### config.mk
export PLATFORM = sky130hd
export DESIGN_NAME = frame_step_sel
export DESIGN_NICKNAME = d
export VERILOG_FILES = /design/src/rtl/frame_step_pkg.sv /design/src/rtl/band_lookup.sv /design/src/rtl/miss_meter.sv /design/src/rtl/frame_step_sel.sv
export SDC_FILE = /design/constraint.sdc
export NUM_CORES = 1
export LEC_CHECK = 0
export ABC_AREA = 0
export BUFFER_PORTS_ARGS = -buffer_cell sky130_fd_sc_hd__buf_2
export CORE_MARGIN = 2
export CORE_UTILIZATION = 50
export DETAILED_ROUTE_END_ITERATION = 6
export PLACE_DENSITY = 0.76
export SYNTH_ARGS = -nofsm -noshare
export SYNTH_HDL_FRONTEND = slang
export SYNTH_SLANG_ARGS = --single-unit
### constraint.sdc
create_clock -name clk_i -period 4.26 [get_ports clk_i]
set_clock_uncertainty 0.2 [all_clocks]
set_input_delay 0.852 -clock clk_i [delete_from_list [all_inputs] [get_ports clk_i]]
set_output_delay 0.852 -clock clk_i [all_outputs]
set_load 0.02 [all_outputs]
### src/rtl/frame_step_pkg.sv
package frame_step_pkg;
  localparam int unsigned NUM_TYPES = 3;
  localparam int unsigned NUM_THR   = 3;
  localparam int unsigned NUM_BANDS = NUM_THR + 1;

  typedef enum logic [1:0] {
    FT_INTRA = 2'd0,
    FT_PRED  = 2'd1,
    FT_BIP   = 2'd2,
    FT_RSV   = 2'd3
  } ftype_e;
endpackage

### src/rtl/band_lookup.sv
module band_lookup
  import frame_step_pkg::*;
#(
  parameter int unsigned SIZE_W = 20,
  parameter int unsigned STEP_W = 3
) (
  input  logic [SIZE_W-1:0]           size_i,
  input  logic [NUM_THR*SIZE_W-1:0]   thr_i,
  input  logic [NUM_BANDS*STEP_W-1:0] steps_i,
  output logic [STEP_W-1:0]           step_o
);
  localparam int unsigned BAND_W = $clog2(NUM_BANDS);

  logic [NUM_THR-1:0] hit;
  logic [BAND_W-1:0]  band;

  for (genvar k = 0; k < NUM_THR; k++) begin : g_cmp
    assign hit[k] = (size_i >= thr_i[k*SIZE_W +: SIZE_W]);
  end

  always_comb begin
    band = '0;
    for (int k = 0; k < NUM_THR; k++) begin
      band = band + BAND_W'(hit[k]);
    end
  end

  assign step_o = steps_i[band*STEP_W +: STEP_W];
endmodule

### src/rtl/miss_meter.sv
module miss_meter #(
  parameter int unsigned PER_W  = 16,
  parameter int unsigned MISS_W = 32
) (
  input  logic              clk_i,
  input  logic              rst_ni,
  input  logic              start_i,
  input  logic              busy_i,
  input  logic              tick_i,
  input  logic              done_i,
  input  logic [PER_W-1:0]  period_i,
  output logic [MISS_W-1:0] miss_o
);
  logic [PER_W-1:0]  elapsed_q, elapsed_d;
  logic [MISS_W-1:0] miss_q, miss_d;
  logic [MISS_W:0]   sum;
  logic [MISS_W-1:0] over;
  logic              elapsed_en, miss_en;

  always_comb begin
    elapsed_en = start_i | (busy_i & tick_i & ~(&elapsed_q));
    elapsed_d  = start_i ? '0 : elapsed_q + 1'b1;
    over       = (elapsed_q > period_i) ? MISS_W'(elapsed_q - period_i) : '0;
    sum        = {1'b0, miss_q} + {1'b0, over};
    miss_en    = done_i;
    miss_d     = sum[MISS_W] ? '1 : sum[MISS_W-1:0];
  end

  always_ff @(posedge clk_i or negedge rst_ni) begin
    if (!rst_ni) begin
      elapsed_q <= '0;
      miss_q    <= '0;
    end else begin
      if (elapsed_en) elapsed_q <= elapsed_d;
      if (miss_en)    miss_q    <= miss_d;
    end
  end

  assign miss_o = miss_q;


  miss_monotonic_chk: assert property (@(posedge clk_i) disable iff (!rst_ni)
    miss_q >= $past(miss_q));

  miss_hold_chk: assert property (@(posedge clk_i) disable iff (!rst_ni)
    !done_i |=> $stable(miss_q));
endmodule

### src/rtl/frame_step_sel.sv
module frame_step_sel
  import frame_step_pkg::*;
#(
  parameter int unsigned SIZE_W = 20,
  parameter int unsigned STEP_W = 3,
  parameter int unsigned PER_W  = 16,
  parameter int unsigned MISS_W = 32
) (
  input  logic                                  clk_i,
  input  logic                                  rst_ni,
  input  logic                                  hint_valid_i,
  output logic                                  hint_ready_o,
  input  logic [1:0]                            hint_type_i,
  input  logic [SIZE_W-1:0]                     hint_size_i,
  input  logic                                  hint_last_i,
  input  logic                                  done_i,
  input  logic                                  tick_i,
  input  logic [PER_W-1:0]                      period_i,
  input  logic [NUM_TYPES*NUM_THR*SIZE_W-1:0]   thr_i,
  input  logic [NUM_TYPES*NUM_BANDS*STEP_W-1:0] step_tbl_i,
  output logic                                  req_valid_o,
  output logic [STEP_W-1:0]                     req_step_o,
  output logic [STEP_W-1:0]                     cur_step_o,
  output logic [MISS_W-1:0]                     miss_total_o
);
  localparam int unsigned THR_SLICE  = NUM_THR * SIZE_W;
  localparam int unsigned STEP_SLICE = NUM_BANDS * STEP_W;

  // reset: asserted at once, released through two flops
  logic [1:0] rst_sync_q;
  logic       rst_n;
  always_ff @(posedge clk_i or negedge rst_ni) begin
    if (!rst_ni) rst_sync_q <= '0;
    else         rst_sync_q <= {rst_sync_q[0], 1'b1};
  end
  assign rst_n = rst_sync_q[1];

  // per-type lookups
  logic [STEP_W-1:0] type_step [NUM_TYPES];
  for (genvar t = 0; t < NUM_TYPES; t++) begin : g_type
    band_lookup #(.SIZE_W(SIZE_W), .STEP_W(STEP_W)) u_lookup (
      .size_i  (hint_size_i),
      .thr_i   (thr_i[t*THR_SLICE +: THR_SLICE]),
      .steps_i (step_tbl_i[t*STEP_SLICE +: STEP_SLICE]),
      .step_o  (type_step[t])
    );
  end

  logic [STEP_W-1:0] bip_step, new_step;
  always_comb begin
    bip_step = (type_step[FT_BIP] > type_step[FT_PRED]) ? type_step[FT_BIP]
                                                        : type_step[FT_PRED];
    case (ftype_e'(hint_type_i))
      FT_INTRA: new_step = type_step[FT_INTRA];
      FT_PRED:  new_step = type_step[FT_PRED];
      default:  new_step = bip_step;
    endcase
  end

  // control state
  logic              busy_q, busy_d, last_q, last_d, req_q, req_d;
  logic [STEP_W-1:0] cur_q, cur_d, rstep_q, rstep_d;
  logic              accept, done_ev;

  assign accept  = hint_valid_i & ~busy_q;
  assign done_ev = done_i & busy_q;

  always_comb begin
    busy_d  = busy_q;
    last_d  = last_q;
    cur_d   = cur_q;
    rstep_d = rstep_q;
    req_d   = 1'b0;
    if (accept) begin
      busy_d = 1'b1;
      last_d = hint_last_i;
      if (new_step != cur_q) begin
        req_d   = 1'b1;
        rstep_d = new_step;
        cur_d   = new_step;
      end
    end else if (done_ev) begin
      busy_d = 1'b0;
      if (last_q && (cur_q != '0)) begin
        req_d   = 1'b1;
        rstep_d = '0;
        cur_d   = '0;
      end
    end
  end

  always_ff @(posedge clk_i or negedge rst_n) begin
    if (!rst_n) begin
      busy_q  <= 1'b0;
      last_q  <= 1'b0;
      cur_q   <= '0;
      rstep_q <= '0;
      req_q   <= 1'b0;
    end else begin
      busy_q  <= busy_d;
      last_q  <= last_d;
      cur_q   <= cur_d;
      rstep_q <= rstep_d;
      req_q   <= req_d;
    end
  end

  miss_meter #(.PER_W(PER_W), .MISS_W(MISS_W)) u_meter (
    .clk_i    (clk_i),
    .rst_ni   (rst_n),
    .start_i  (accept),
    .busy_i   (busy_q),
    .tick_i   (tick_i),
    .done_i   (done_ev),
    .period_i (period_i),
    .miss_o   (miss_total_o)
  );

  assign hint_ready_o = ~busy_q & rst_n;
  assign req_valid_o  = req_q;
  assign req_step_o   = rstep_q;
  assign cur_step_o   = cur_q;


  step_change_req_chk: assert property (@(posedge clk_i) disable iff (!rst_n)
    (cur_q != $past(cur_q)) |-> (req_q && rstep_q == cur_q));

  busy_after_accept_chk: assert property (@(posedge clk_i) disable iff (!rst_n)
    (hint_valid_i && hint_ready_o) |=> !hint_ready_o);

  last_to_idle_chk: assert property (@(posedge clk_i) disable iff (!rst_n)
    (done_i && busy_q && last_q) |=> (cur_q == '0));

  idle_done_quiet_chk: assert property (@(posedge clk_i) disable iff (!rst_n)
    (done_i && !busy_q && !hint_valid_i) |=> (!req_q && $stable(cur_q)));
endmodule

==> results of run 1 <==
-- registers in the layout (all words and copies together) (netlist names) --
name	count
u_meter.elapsed_q	16
last_q	1
req_valid_o	1
rst_sync_q	2
req_step_o	3
u_meter.miss_o	32
busy_q	1
-- cells by family (layout without fill, tap and decap cells) --
group	Yosys count	count (layout)
fa+ha+maj	237	237
other cells	1	15
flops	56	56
compound gates	335	335
mux	18	18
xor+xnor	51	51
simple gates	279	279
buf+inv	234	758
-- power by group through the flow --
stage                     Combinational [uW]  Sequential (uW)  Clock, uW
after floorplan                         1560             1060          0
after global placement                  2740              892          0
after detailed placement                2810              901          0
after CTS                               3050              893        494
after global routing                    3540              919        513
final                                   3240              897        487
-- routing by layer --
layer,GRT usage,vias up
met5,0,-
met4,0.167,6
met2,0.615,323
met1,0.345,5022
met3,0.0450,113
li1,-,5378
-- critical path, delay by kind of cell --
| kind | cells | cell delay, ps |
|---|---|---|
| and+or+nand+nor | 3 | 360 |
| adders and majority gates | 3 | 1170 |
| AOI/OAI and AO/OA | 10 | 1410 |
| buffers and inverters | 4 | 500 |
| xor gates and xnor gates | 1 | 150 |
| muxes | 3 | 1120 |
-- cell usage in the layout (no fill, tap or decap), types with 6 or more instances in the layout --
cell | synthesis | final
buf_2 | 1 | 296
buf_4 | 3 | 225
ha_1 | 232 | 210
inv_1 | 212 | 207
nor2_1 | 80 | 80
nand2_1 | 56 | 55
dfrtp_1 | 56 | 55
a21oi_1 | 81 | 50
a21o_1 | 45 | 45
a21oi_2 | 10 | 40
o21ai_0 | 50 | 40
xnor2_1 | 27 | 26
nand3_1 | 27 | 24
xor2_1 | 24 | 24
nor2b_1 | 23 | 21
a211oi_2 | 0 | 19
nand2b_1 | 20 | 19
ha_4 | 0 | 19
nor3_1 | 19 | 16
o21a_1 | 15 | 15
diode_2 | 0 | 14
and3_1 | 14 | 12
nand4_1 | 12 | 12
o211ai_1 | 12 | 12
a211oi_1 | 33 | 12
a2111oi_0 | 12 | 11
o21bai_1 | 13 | 11
o2111ai_1 | 14 | 10
buf_6 | 3 | 10
a31oi_1 | 12 | 9
mux4_2 | 9 | 9
o21ai_1 | 3 | 7
clkbuf_16 | 0 | 6
-- worst paths after layout --
kind,endpoint,slack [ps],cells after the start
min in group clk_i,rst_sync_q[1],160,0
min reg2reg,rst_sync_q[1],160,0
max reg2reg,u_meter.miss_o[1],-620,25
max,req_step_o[0],-1330,24
min,rst_sync_q[1],130,1
max in group asynchronous,busy_q,3130,1
-- what timing repair did --
item,4_1_cts,5_1_grt
gates cloned,2,1
pin swaps,63,35
setup buffers,26,8
resized for setup,69,41
setup endpoints to repair,36,36
hold buffers,0,0
-- metrics by stage --
step | utilization | total power [uW] | cell area [sq um] | cells
after floorplan | - | 2620 | 10100 | 1211
after global placement | 0.693 | 3630 | 13400 | 1962
after detailed placement | 0.693 | 3710 | 13400 | 1962
after CTS | 0.733 | 4440 | 14100 | 1993
after global routing | 0.747 | 4970 | 14400 | 2011
final | 0.747 | 4620 | 14400 | 2014
-- area by class of cell --
class / count / area (sq um) / area share
clock inverter: 2 / 38.8 / 0.00269
multi-input combinational: 921 / 8220 / 0.571
tap: 265 / 332 / 0.0230
antenna: 14 / 35.0 / 0.00243
inverter: 212 / 812 / 0.0564
clock buffer: 6 / 129 / 0.00895
sequential: 56 / 1400 / 0.0974
timing repair buffer: 538 / 3430 / 0.238
==> metrics.txt, run 1 <==
outcome=complete, but fails checks; failing checks=setup timing; Net Switching=2080 uW; Post-synth EDFFs=0; Synth Area in Adders=0.309; Worst Setup Start Kind=primary input; multiplexer share of the synthesized area=0.0303; wl on met1=12900 um; combinational family with the most area after synthesis=adder cells; Antenna Violating Nets Remaining=0; Worst VDD drop=208 uV; most common cell in the netlist=ha_1; pre-CTS setup slack=-1660 ps; Layout fillers=1473; TritonRoute pass-1 iters=7; Synth area leader=ha_1; synth-to-layout area growth=48.0%; Critical Path AT=5570 ps; clk slew on worst S/H paths=80 ps; final-report hold violation count=0; CTS Buf Count=5; Netlist Area Pre-Place=9730 sq um; HP Class=in -> async; Std-Cell Rows=51; Yosys reg bits=56; critical path, cell by cell=buf_6 > clkinvlp_4 > buf_12 > ha_1 > nand2b_4 > a21o_1 > a21o_1 > a211oi_2 > o21bai_1 > a211oi_2 > o211ai_1 > nand3_1 > fa_2 > mux4_2 > ha_4 > nor2b_4 > o21ai_2 > a32oi_2 > buf_4 > mux2i_2 > a21oi_2 > xnor2_1 > a31oi_2 > mux2_4; Synth top cells by count=232 x ha_1, 212 x inv_1, 81 x a21oi_1; clock root buffer=clkbuf_16; Pint=2550 uW; simple-gate portion of the synthesized area=0.141; startpoint of the worst-slack reg-to-reg timing path=u_meter.elapsed_q[0]; Worst slew margin=0.526; sequential power share=0.194; Compound-Gate Fraction of Synth Area=0.236; Synth Area in XOR/XNOR=0.0459; met2 wire len=17800 um; max_cap viols=0; vias in the first global route=11300; initial antenna violation count=15; Final min period=5590 ps; Residual DRC=0; Worst setup EP type=flip-flop; TNS Setup=-25480 ps; ys async rst share=1.00; via-per-instance ratio=5.38; PnR worst setup slack=-1330 ps; total grt overflow=0; clock share of power=0.105; Max stage delay on crit path=600 ps; Clock Latency Late Sink=300 ps; I/O Buffers=299; Net Count, Synth=1708; RSZ-0062 raised after global routing=true; Max Used Layer=met5; Worst EP required=4250 ps; share of layout cells above drive strength 1=0.410; WHS=126 ps; TritonCTS clock tree=done; drt wl/cell=17.0 um; final wirelength=34300 um; syn avg cell area=8.04 sq um; die width=144 um; Final Setup Violations=36; ys flop type=dfrtp_1; Comb pwr share=0.701; WL met3=1800 um; slew of the pin with the lowest slew margin=712 ps; H-tree levels=2; Synth Warn #=0; area share of the largest cell type after synthesis=0.298; Gate Count Post-Synth=1211; vias=10800; Setup crit start=hint_size_i[0]; Sw Share=0.450; P_leak=0.00784 uW; Crit Path Category=in -> reg; PD cells=321 nW/um^2; share of the yosys chip area belonging to registers=0.144; NumNets Final=2231; Die ar.=20600 sq um; placed wire-length estimate=28200 um; first-pass GRT wire length=53000 um; starting density of the core=0.505; io pins=300; total track usage=0.324; clock sinks=56; largest net degree at the start of global routing=55; Highest Clock Rate=0.179 GHz; Slew Limit Fails=0; synth top area cells=ha_1 30%, dfrtp_1 14%, inv_1 8.2%; Die H=144 um; fin crit share=1.31; count of cell types in the netlist=69; CTS Buffer Depth=2; Max FO, Critical Path=8; Critical-path top delay cell=fa_2; Core Area=19300 sq um; GPL Wtd Cong=1.00; 1st-iter DRT viols=421
No activity file was read; power rests on OpenSTA's default activity.
==> inputs of run 2 (changes only) <==
- clock period: 4.26 -> 7.1 ns (I/O delays scaled with it)
==> run 2 against run 1 <==
Compared with the run above: the run now ends clean; register-to-register slack better by 2200 ps; non-clock buffer count is 233 lower; total power down 52%; core utilization down 14 points; worst setup slack improved by 1900 ps; sequential share of layout area is 2.2 points higher; critical endpoint unchanged; largest cell class unchanged.
==> metrics.txt, run 2 (synthesis gave the netlist of run 1 again) <==
TritonCTS clock tree=done; Sw Share=0.468; Cell Count, Final, Fillers Out=1783; PD cells=188 nW/um^2; Max stage delay on crit path=550 ps; critical path buffer and inverter count=3; slew of the pin with the lowest slew margin=887 ps; drt wl/cell=17.0 um; sequential power share=0.238; Critical Path AT=6520 ps; r2r setup slk=1540 ps; Die H=144 um; CTS Buffer Depth=2; Worst setup EP type=flip-flop; Worst Setup Start Kind=primary input; Residual DRC=0; Crit path max-delay family=compound AO/OA/AOI/OAI gates; CTS Buf Count=5; CTS resizes=0; synth-to-layout area growth=20.4%; Worst VDD drop=111 uV; RSZ-0062 raised after global routing=false; critical path, cell by cell=buf_2 > inv_1 > ha_1 > nand2b_1 > a21o_1 > a21o_1 > a21o_1 > a21o_1 > a211oi_1 > o21bai_1 > a31oi_1 > fa_1 > mux4_2 > inv_1 > ha_1 > nor2b_1 > o21ai_0 > a32oi_1 > mux2i_1 > mux2_2 > xor2_1 > a31oi_2 > mux2_2; Worst slew margin=0.406; vias in the first global route=9733; final wirelength=30200 um; CP dominant cell by count=a21o_1; TNS Setup=0 ps; io pins=300; Comb pwr share=0.621; Post-CTS Hold Buffers=0; first-pass GRT wire length=46800 um; die width=144 um; max reg flops=32; max_cap viols=0; Final min period=6520 ps; initial antenna violation count=19; Antenna Violating Nets Remaining=0; H-tree levels=2; Die ar.=20600 sq um; 1st-iter DRT viols=525; P_leak=0.00655 uW; final-report hold violation count=0; Pint=1170 uW; fin crit share=0.919; HP Class=reg -> reg; clock root buffer=clkbuf_16; placed wire-length estimate=25600 um; NumNets Final=1998; TritonRoute pass-1 iters=4; outcome=finished, final reports clean; Final Setup Violations=0; cell area after layout=11700 sq um; clk slew on worst S/H paths=80 ps; clock share of power=0.141; Crit Path Category=in -> reg; Critical-path top delay cell=fa_1; Post-Place Cell Area=11500 sq um; Core Area=19300 sq um; Placed Cells=1759; Net Switching=1030 uW; via-per-instance ratio=5.52; clock sinks=56; most frequent cells in the layout=299 x buf_2, 232 x ha_1, 212 x inv_1; Max FO, Critical Path=9; starting density of the core=0.505; postcts setup bufs=0; Highest Clock Rate=0.153 GHz; commonest non-fill, non-tap cell in the layout=buf_2; total grt overflow=0; I/O Buffers=299; share of layout cells above drive strength 1=0.234; Std-Cell Rows=51; Slew Limit Fails=0; Worst EP required=7100 ps; vias=9834; largest net degree at the start of global routing=56; Clock Latency Late Sink=300 ps; GPL Wtd Cong=0.956; total track usage=0.290
## run 2: cell count changes in the layout (fill, tap and decap cells not counted), sizes merged
cell	change
diode	+2
clkinvlp	-1
buf	-232
## run 2: path summary, 6_finish.rpt
path,from,cells after the start,end
setup / recovery,hint_size_i[0],23,req_step_o[0]
hold / removal,rst_sync_q[0],0,rst_sync_q[1]
setup reg to reg,u_meter.elapsed_q[1],19,u_meter.miss_o[29]
hold reg to reg,rst_sync_q[0],0,rst_sync_q[1]
max in group asynchronous,rst_ni,1,rst_sync_q[1]
min in group asynchronous,rst_sync_q[1],1,u_meter.miss_o[13]
## run 2: worst register-to-register path, stage by stage (launching register included)
cell	delay, ps
dfrtp_1	440
ha_1	310
nor2b_1	120
o21ai_0	140
a21oi_1	300
o2111ai_1	190
and3_1	220
o211ai_1	270
and2_1	170
o2111a_1	660
ha_1	440
a211oi_1	250
o21ai_0	120
a221oi_1	420
o22ai_2	140
o31ai_2	240
a21boi_2	140
a31oi_4	200
buf_4	320
a21oi_1	130
## run 2: stage by stage
stage,setup WS (ps),total power [uW],util,hold WS [ps]
3_3_place_gp,399,1850,0.596,139
3_5_place_dp,224,1880,0.596,142
2_1_floorplan,838,1470,-,131
4_1_cts,538,2200,0.606,169
6_report,577,2200,0.608,161
5_1_grt,191,2380,0.607,181
## run 2: layout make-up
type | count | area, sq um
clock buffer | 7 | 153
inverter | 212 | 796
antenna | 16 | 40.0
timing repair buffer | 305 | 1540
multi-input combinational | 921 | 7420
tap | 265 | 332
clock inverter | 1 | 30.0
sequential | 56 | 1400
fill | 1793 | 7560
## run 2: metal layers
layer  part of all wire  global-route usage
met5             0.0012                   0
met2               0.51               0.547
met1               0.38               0.301
met3              0.063              0.0630
met4              0.045               0.145
## run 2: power by group through the flow
| stage | registers [uW] | logic, uW | clock network [uW] |
|---|---|---|---|
| after floorplan | 623 | 847 | 0 |
| after global placement | 527 | 1320 | 0 |
| after detailed placement | 530 | 1350 | 0 |
| after CTS | 525 | 1360 | 311 |
| after global routing | 540 | 1510 | 331 |
| final | 524 | 1360 | 310 |
==> inputs of run 3 (changes only) <==
- CORE_UTILIZATION: 50 -> 38
- PLACE_DENSITY: 0.76 -> 0.6
==> run 3 against run 2 <==
Compared with the run above: hold slack got worse by 8.5 ps; non-clock buffer count unchanged; largest cell class unchanged; worst setup slack got worse by 16 ps; critical path depth unchanged; combinational power about the same; critical path type unchanged; clock power decreased by 5%; core utilization decreased by 14 points; cell count increased by 3.7%; count of clock-buffer cells in the layout decreased by 1; design area increased by 0.67%; fmax decreased by 0.24%; global-route usage decreased by 4.9 points.
==> metrics.txt, run 3 (synthesis gave the netlist of run 1 again) <==
outcome=finished, final reports clean; slew of the pin with the lowest slew margin=760 ps; area of the multi-input gates=7420 sq um; FF+latch area=1400 sq um; Worst VDD drop=131 uV; postcts setup bufs=0; Antenna Violating Nets Remaining=0; vias=9689; Residual DRC=0; commonest non-fill, non-tap cell in the layout=buf_2; via-per-instance ratio=5.24; Worst slew margin=0.493; Worst setup EP type=flip-flop; Post-Place Cell Area=11600 sq um; I/O Buffers=299; Max FO, Critical Path=9; r2r setup slk=1570 ps; most frequent cells in the layout=299 x buf_2, 232 x ha_1, 212 x inv_1; Final Setup Violations=0; Post-CTS Hold Buffers=0; die width=164 um; clock share of power=0.135; cell area after layout=11800 sq um; Pint=1150 uW; GPL Wtd Cong=0.880; Final min period=6540 ps; Die H=164 um; Core Area=25200 sq um; Net Switching=1020 uW; initial antenna violation count=25; CTS resizes=0; PD cells=184 nW/um^2; vias in the first global route=9976; final wirelength=32200 um; pre-CTS setup slack=232 ps; Die ar.=26900 sq um; Worst Setup Start Kind=primary input; PnR worst setup slack=562 ps; starting density of the core=0.386; NumNets Final=1998; total grt overflow=0; synth-to-layout area growth=21.2%; clk slew on worst S/H paths=80 ps; Clock Latency Late Sink=300 ps; TritonCTS clock tree=done; drt wl/cell=17.4 um; largest net degree at the start of global routing=56; Highest Clock Rate=0.153 GHz; H-tree levels=2; Critical Path AT=6530 ps; HP Class=reg -> reg; TritonRoute pass-1 iters=5; placed wire-length estimate=27900 um; sequential power share=0.240; CTS Buffer Depth=2; max_cap viols=0; Slew Limit Fails=0; P_leak=0.00654 uW; WHS=152 ps; first-pass GRT wire length=50600 um; Comb pwr share=0.625; CTS Buf Count=5; total track usage=0.241; Sw Share=0.470; fin util=0.468; Std-Cell Rows=58; io pins=300; Crit Path Category=in -> reg; share of layout cells above drive strength 1=0.232; TNS Setup=0 ps; final-report hold violation count=0; fin crit share=0.921; max reg flops=32; RSZ-0062 raised after global routing=false; clock root buffer=clkbuf_16; 1st-iter DRT viols=378; Layout fillers=2574; Worst EP required=7090 ps; clock sinks=56
run 3: cell types whose count changed in the layout (fill, tap and decap cells not counted), sizes merged:
cell	previous run	this run
inv	212	213
diode	16	17
clkbuf	7	6
run 3: final cells by class:
type / instances / area share
multi-input cells: 921 / 0.629
repair buffers: 305 / 0.132
flip-flops and latches: 56 / 0.119
inverters: 212 / 0.0675
well taps: 330 / 0.0350
clock buffers: 6 / 0.0109
diodes: 17 / 0.00361
clock inverters: 2 / 0.00329
run 3: worst paths after layout:
kind	startpoint	endpoint	cells after the start
setup / recovery	hint_size_i[0]	req_step_o[0]	23
hold / removal	rst_sync_q[0]	rst_sync_q[1]	0
setup reg to reg	u_meter.elapsed_q[1]	u_meter.miss_o[11]	19
hold reg to reg	rst_sync_q[0]	rst_sync_q[1]	0
max in group asynchronous	rst_ni	rst_sync_q[1]	1
min in group asynchronous	rst_sync_q[1]	u_meter.miss_o[21]	1
run 3: worst max-delay path, stage by stage:
cell      delay (ps)
buf_2             90
inv_1            270
ha_1             290
nand2b_1         140
a21o_1           170
a21o_1           170
a21o_1           170
a21o_1           170
a211oi_1         250
o21bai_1         150
a31oi_1          240
fa_1             520
mux4_2           410
inv_1             50
ha_1             280
nor2b_1          120
o21ai_0           80
a32oi_1          350
mux2i_1          120
mux2_2           300
xor2_1           150
a31oi_2          240
mux2_2           370
run 3: metal layers:
metal | wire, um | GRT usage | part of all wire | vias to the layer above
met5 | 104 | 0 | 0.0032 | -
met1 | 12400 | 0.261 | 0.39 | 4442
met2 | 16700 | 0.457 | 0.52 | 257
li1 | - | - | - | 4909
met4 | 1020 | 0.0829 | 0.032 | 18
met3 | 1910 | 0.0520 | 0.059 | 63
run 3: power by group through the flow:
stage          clock network (uW)  registers (uW)  logic (uW)
2_1_floorplan                   0             623         847
3_3_place_gp                    0             525        1340
3_5_place_dp                    0             528        1360
4_1_cts                       304             522        1370
5_1_grt                       317             535        1530
6_report                      294             520        1360
run 3: stage by stage:
step | total power [uW] | std cells
3_3_place_gp | 1870 | 1824
4_1_cts | 2190 | 1832
2_1_floorplan | 1470 | 1211
5_1_grt | 2380 | 1844
6_report | 2170 | 1849
3_5_place_dp | 1890 | 1824
